### src/rtl/irq_arb_pkg.sv
package irq_arb_pkg;

  // Convert a 2-bit priority code into a level; debug group is one step higher.
  function automatic logic [1:0] code_to_level(input logic [1:0] code, input logic dbg);
    return dbg ? code : (code - 2'd1);
  endfunction

  localparam int unsigned NUM_LEVELS = 4;

endpackage

### src/rtl/irq_prio_regs.sv
module irq_prio_regs #(
  parameter int unsigned NUM_SRC = 8,
  parameter int unsigned AW      = 4,
  parameter int unsigned VEC_W   = 16
) (
  input  logic                     clk,
  input  logic                     rst,
  input  logic                     wr_en_i,
  input  logic [AW-1:0]            wr_addr_i,
  input  logic [VEC_W-1:0]         wr_data_i,
  output logic [NUM_SRC-1:0][1:0]  code_o,
  output logic [VEC_W-1:0]         base_o
);

  always_ff @(posedge clk) begin
    if (rst) begin
      code_o <= '0;
      base_o <= '0;
    end else if (wr_en_i) begin
      if (wr_addr_i < AW'(NUM_SRC))
        code_o[wr_addr_i] <= wr_data_i[1:0];
      else if (wr_addr_i == AW'(NUM_SRC))
        base_o <= wr_data_i;
    end
  end

  assert_code_write_R12: assert property (@(posedge clk) disable iff (rst)
    (wr_en_i && (wr_addr_i < AW'(NUM_SRC))) |=> (code_o[$past(wr_addr_i)] == $past(wr_data_i[1:0])));

  assert_base_write_R8: assert property (@(posedge clk) disable iff (rst)
    (wr_en_i && (wr_addr_i == AW'(NUM_SRC))) |=> (base_o == $past(wr_data_i)));

  assert_bad_addr_R12: assert property (@(posedge clk) disable iff (rst)
    (wr_en_i && (wr_addr_i > AW'(NUM_SRC))) |=> ($stable(code_o) && $stable(base_o)));

endmodule

### src/rtl/irq_level_pick.sv
module irq_level_pick #(
  parameter int unsigned N  = 8,
  parameter int unsigned IW = 4
) (
  input  logic [N-1:0]  act_i,
  output logic          hit_o,
  output logic [IW-1:0] idx_o
);

  always_comb begin
    hit_o = 1'b0;
    idx_o = '0;
    for (int i = N - 1; i >= 0; i--) begin
      if (act_i[i]) begin
        hit_o = 1'b1;
        idx_o = IW'(i);
      end
    end
  end

  always_comb begin
    if (hit_o) begin
      assert_pick_active_R6: assert (act_i[idx_o]);
      assert_pick_lowest_R6: assert ((act_i & ((N'(1) << idx_o) - N'(1))) == '0);
    end
  end

endmodule

### src/rtl/irq_prio_arbiter.sv
module irq_prio_arbiter
  import irq_arb_pkg::*;
#(
  parameter int unsigned NUM_PERIPH = 6,
  parameter int unsigned NUM_DEBUG  = 2,
  parameter int unsigned VEC_W      = 16,
  localparam int unsigned NUM_SRC   = NUM_PERIPH + NUM_DEBUG,
  localparam int unsigned IW        = $clog2(NUM_SRC + 1)
) (
  input  logic               clk,
  input  logic               rst,
  input  logic [NUM_SRC-1:0] req_i,
  input  logic               swi_i,
  input  logic               wr_en_i,
  input  logic [IW-1:0]      wr_addr_i,
  input  logic [VEC_W-1:0]   wr_data_i,
  input  logic [1:0]         mask_i,
  input  logic               ack_i,
  output logic               pend_o,
  output logic [1:0]         lvl_o,
  output logic [VEC_W-1:0]   vec_o,
  output logic               wake_o
);

  logic [NUM_SRC-1:0][1:0]            code;
  logic [VEC_W-1:0]                   base;
  logic [NUM_LEVELS-1:0][NUM_SRC-1:0] act;
  logic [NUM_LEVELS-1:0]              hit;
  logic [NUM_LEVELS-1:0][IW-1:0]      idx;

  logic          win_any, take_src, take_swi, take;
  logic [1:0]    win_lvl, nxt_lvl;
  logic [IW-1:0] win_idx, nxt_idx;
  logic [VEC_W-1:0] nxt_vec;

  irq_prio_regs #(.NUM_SRC(NUM_SRC), .AW(IW), .VEC_W(VEC_W)) u_regs (
    .clk       (clk),
    .rst       (rst),
    .wr_en_i   (wr_en_i),
    .wr_addr_i (wr_addr_i),
    .wr_data_i (wr_data_i),
    .code_o    (code),
    .base_o    (base)
  );

  // Sort each active, enabled request into the level its code selects.
  always_comb begin
    for (int l = 0; l < NUM_LEVELS; l++) begin
      for (int i = 0; i < NUM_SRC; i++) begin
        act[l][i] = req_i[i] && (code[i] != 2'b00) &&
                    (code_to_level(code[i], (i >= NUM_PERIPH)) == l[1:0]);
      end
    end
  end

  for (genvar gl = 0; gl < NUM_LEVELS; gl++) begin : g_level
    irq_level_pick #(.N(NUM_SRC), .IW(IW)) u_pick (
      .act_i (act[gl]),
      .hit_o (hit[gl]),
      .idx_o (idx[gl])
    );
  end

  // Highest populated level wins; ascending scan lets the top level overwrite.
  always_comb begin
    win_any = 1'b0;
    win_lvl = 2'd0;
    win_idx = '0;
    for (int l = 0; l < NUM_LEVELS; l++) begin
      if (hit[l]) begin
        win_any = 1'b1;
        win_lvl = l[1:0];
        win_idx = idx[l];
      end
    end
    take_src = win_any && (win_lvl >= mask_i);
    take_swi = !win_any && swi_i && (mask_i == 2'b00);
    take     = take_src || take_swi;
    nxt_lvl  = take_src ? win_lvl : 2'd0;
    nxt_idx  = take_src ? win_idx : IW'(NUM_SRC);
    nxt_vec  = base + VEC_W'({nxt_idx, 1'b0});
  end

  always_ff @(posedge clk) begin
    if (rst) begin
      pend_o <= 1'b0;
      lvl_o  <= 2'd0;
      vec_o  <= '0;
      wake_o <= 1'b0;
    end else begin
      wake_o <= take;
      if (pend_o && ack_i) begin
        pend_o <= 1'b0;
      end else if (!pend_o && take) begin
        pend_o <= 1'b1;
        lvl_o  <= nxt_lvl;
        vec_o  <= nxt_vec;
      end
    end
  end

  assert_mask_gate_R7: assert property (@(posedge clk) disable iff (rst)
    $rose(pend_o) |-> (lvl_o >= $past(mask_i)));

  assert_hold_R10: assert property (@(posedge clk) disable iff (rst)
    (pend_o && !ack_i) |=> (pend_o && $stable(lvl_o) && $stable(vec_o)));

  assert_ack_clear_R10: assert property (@(posedge clk) disable iff (rst)
    (pend_o && ack_i) |=> !pend_o);

  assert_wake_with_take_R11: assert property (@(posedge clk) disable iff (rst)
    $rose(pend_o) |-> wake_o);

  assert_disabled_quiet_R2: assert property (@(posedge clk) disable iff (rst)
    ((code == '0) && !swi_i) |=> !wake_o);

endmodule

### config.mk
export PLATFORM = sky130hd
export DESIGN_NAME = irq_prio_arbiter
export DESIGN_NICKNAME = d
export VERILOG_FILES = /design/src/rtl/irq_arb_pkg.sv /design/src/rtl/irq_prio_regs.sv /design/src/rtl/irq_level_pick.sv /design/src/rtl/irq_prio_arbiter.sv
export SDC_FILE = /design/constraint.sdc
export NUM_CORES = 1
export LEC_CHECK = 0
export CAP_MARGIN = 10
export CORE_MARGIN = 2
export CORE_UTILIZATION = 35
export CTS_BUF_LIST = sky130_fd_sc_hd__clkbuf_4
export DETAILED_ROUTE_END_ITERATION = 12
export HOLD_SLACK_MARGIN = 0.08
export RECOVER_POWER = 25
export SYNTH_ARGS = -nofsm -noshare
export SYNTH_HDL_FRONTEND = slang
export SYNTH_SLANG_ARGS = --single-unit
### constraint.sdc
create_clock -name clk -period 5 [get_ports clk]
set_input_delay 1 -clock clk [delete_from_list [all_inputs] [get_ports clk]]
set_output_delay 1 -clock clk [all_outputs]
set_load 0.01 [all_outputs]
==> reports/qor.yml, run 1 <==
numCtsBuffers: 5
ys_ff_latch: 52
fin_area_um2: 3660
first_global_vias: 2467
switching_share_pct: 27.1
placementRows: 33
end_kind: "register"
criticalPathCategory: "in -> reg"
whs_ns: 0.475
power.switching_w: 0.000208
drc: 0
grt_usage_pct: 16.3
hold_viol: 0
first_pass_iters: 4
post_cts_buffers: 0
critPathRequiredTime_ns: 5.24
cap_violations: 0
nets: 452
rsz0062_at_grt: "false"
gp_congestion: 0.888
htree_levels: 2
vias: 2686
grt_start_max_net_pins: 54
synth_common_cells: "dfxtp_1, nand2_1, a21oi_1"
clk_path_buf_depth: 2
cts_hold_buf: 0
overflow: 0
diodes: 0
area_growth_syn_to_layout_pct: 26.1
final_max_slew_viol_count: 0
dp_hpwl_um: 5520
met1_usage_pct: 23.2
syn-cell-area_um2: 2900
netlist.top_cell.by_area: "dfxtp_1"
synth-seq-area-share_pct: 35.9
power_frac_seq_pct: 57.1
share_comb_of_total_power_pct: 16.7
dieArea_um2: 9030
clockPowerShare_pct: 26.2
cp.arrival_ns: 4.80
grt_util_met2_pct: 25.9
period_minus_slack_ns: 4.56
crit_slowest_cell: "or4_4"
port-buffer-count: 54
intPower_w: 0.000559
final_core_util_pct: 44.9
die_y_um: 95.0
num-fill-cells: 814
worstMarginPinSlew_ns: 0.995
synthAdderAreaFrac_pct: 3.28
ys.flop_type: "dfxtp_1"
synth_fp_nets: 388
p_per_area_nw_per_um2: 210
drt-total-wl_um: 7180
cp_num_buf_inv: 2
finClkSkew_ns: 0.0115
hp-class: "reg -> reg"
root_buffer: "clkbuf_4"
core-area_um2: 8130
ys.warnings.count: 0
cp_top_family: "simple AND/OR/NAND/NOR gates"
fin_crit_sh_pct: 91.2
synth.most_common_cell: "dfxtp_1"
yosysTopAreaCellShare_pct: 35.9
crit_path_start_kind: "input pin"
slowest_delay_ns: 0.54
synth-compound-area-share_pct: 17.6
relSlewSlack_pct: 33.7
synth_edf_count: 0
start_util_pct: 35.7
ios: 55
yosys.area_share.simple_pct: 30.7
place_area_um2: 3600
fp.dieW_um: 95.0
cts_tree: "yes"
p_leak_nw: 1.36
setup_viol: 0
synth.avg_cell_area_um2: 8.38
outcome: "completed"
post-place-ws_ns: -0.0742
grt_pass1_wl_um: 11700
synth_mux_area_share_pct: 4.14
synthTopCellsByArea: "dfxtp_1, nand2_1, a21oi_1"
synthArstFlopShare_pct: 0
groute.layer.met3.usage_pct: 2.69
synth_top_family_by_area: "simple AND/OR/NAND/NOR gates"
syn_inst: 346
wl_per_cell_um: 13.9
cts.sinks: 52
irDropWorstVdd_mv: 0.0944
path_clk_slew_ns: 0.16
synth_xor_area_share_pct: 3.93
via_per_inst: 5.21
clock_latency_ns: 0.37
fmax_ghz: 0.219
ys_types: 53
drive_gt1_share_pct: 10.2
crit_chain: "clkdlybuf4s50_1, and3b_1, or4_4, nor2_1, o21a_1, ha_1, nand2b_1, a21oi_1, a21oi_1, o211ai_1, a31oi_1, ha_1, inv_1, fa_1, nand2b_1, a21boi_1, nor2_1, and3b_1, xnor2_1, a211oi_2"
fin_ws_ns: 0.438
busiest_layer: "met2"
antenna_found_initial: 0
path_max_fanout: 4
first_iter_violations: 56
final_antenna_net_count: 0
==> timing repair <==
| item | 4_1_cts | 5_1_grt |
|---|---|---|
| gates resized for setup | 0 | 1 |
| endpoints found under the setup margin | 0 | 3 |
| endpoints found under the hold margin | 0 | 0 |
==> layer usage <==
metal / vias to the layer above / part of all wire (%)
li1: 1377 / -
met1: 1262 / 51
met2: 43 / 45
met3: 4 / 3.1
met4: 0 / 1.0
met5: - / 0
==> final cells by class <==
type	instances	area, µm²	share of cell area [%]
Timing Repair Buffer	71	663	18.1
Multi-Input combinational cell	272	1730	47.4
Inverter	8	30.0	0.821
Sequential cell	52	1040	28.5
Clock inverter	2	13.8	0.376
Tap cell	105	131	3.59
Clock buffer	6	45.0	1.23
==> path summary, 6_finish.rpt <==
check	endpoint	depth (start not counted)	slack [ns]	from
setup / recovery	vec_o[11]$_SDFFE_PP0P_	20	0.44	req_i[3]
hold / removal	u_regs.base_o[0]$_SDFFE_PP0P_	2	0.47	u_regs.base_o[0]$_SDFFE_PP0P_
setup reg to reg	vec_o[11]$_SDFFE_PP0P_	19	1.03	u_regs.code_o[15]$_SDFFE_PP0P_
hold reg to reg	u_regs.base_o[0]$_SDFFE_PP0P_	2	0.47	u_regs.base_o[0]$_SDFFE_PP0P_
==> power groups by stage <==
stage	logic, W	clock network (W)	registers [W]
floorplan	0.0000630	0	0.000449
global placement	0.000130	0	0.000447
detailed placement	0.000131	0	0.000447
CTS	0.000131	0.000206	0.000438
global route	0.000141	0.000221	0.000440
finish	0.000128	0.000201	0.000438
==> sequential cells by signal, indices dropped and copies added (netlist names) <==
register       count
wake_o             1
u_regs.base_o     16
vec_o             16
pend_o             1
lvl_o              2
u_regs.code_o     16
==> layout by cell type (no fill, tap or decap), types with 2 or more instances in the layout <==
cell type,count
dfxtp_1,52
a211oi_2,5
and3_1,3
nand2_1,50
nand2b_1,5
a21o_1,2
a31oi_1,3
and3b_1,10
ha_1,6
nand3_1,18
nand4_1,5
buf_4,17
nor2_1,26
inv_1,8
nor3_1,12
xor2_1,7
mux2i_1,12
o311a_2,2
clkdlybuf4s50_1,42
or4_4,2
nor3b_1,4
xnor2_1,6
a21oi_1,34
o21ai_0,15
dlygate4sd3_1,11
a211oi_1,6
and4_1,2
nand3b_1,11
clkbuf_4,6
==> worst reg2reg max path: stages (launching register included) <==
cell and delay, ns:
dfxtp_1 0.44, and3b_2 0.24, or4bb_1 0.52, nor2_1 0.16, o21a_1 0.16, ha_1 0.12
nand2b_1 0.09, a21oi_1 0.08, a21oi_1 0.17, o211ai_1 0.11, a31oi_1 0.17, ha_1 0.19
inv_1 0.05, fa_1 0.37, nand2b_1 0.16, a21boi_1 0.22, nor2_1 0.12, and3b_1 0.24
xnor2_1 0.14, a211oi_2 0.09
==> stage by stage <==
step,total power (W),TNS (ns),instances
2_1_floorplan,0.000512,0,346
3_3_place_gp,0.000577,0,508
3_5_place_dp,0.000578,-0.111,508
4_1_cts,0.000775,0,516
5_1_grt,0.000802,0,516
6_report,0.000767,0,516
==> logic make-up (layout without fill, tap and decap cells) <==
group,count (synthesis),in the layout
buffers and inverters,22,87
XOR/XNOR,13,13
adder cells (fa/ha/maj),7,7
AND/OR/NAND/NOR,161,161
flip-flops,52,52
multiplexers,12,12
AO/OA/AOI/OAI,79,79
(Power assumes the default switching activity.)
==> inputs of run 2 (changes only) <==
--- a/config.mk
+++ b/config.mk
@@ -10,7 +10,7 @@
 export CORE_UTILIZATION = 35
 export CTS_BUF_LIST = sky130_fd_sc_hd__clkbuf_4
 export DETAILED_ROUTE_END_ITERATION = 12
-export HOLD_SLACK_MARGIN = 0.08
+export HOLD_SLACK_MARGIN = 0.02
 export RECOVER_POWER = 25
 export SYNTH_ARGS = -nofsm -noshare
 export SYNTH_HDL_FRONTEND = slang
==> results of run 2 <==
Final layout, timing and power as in run 1 (identical DEF).
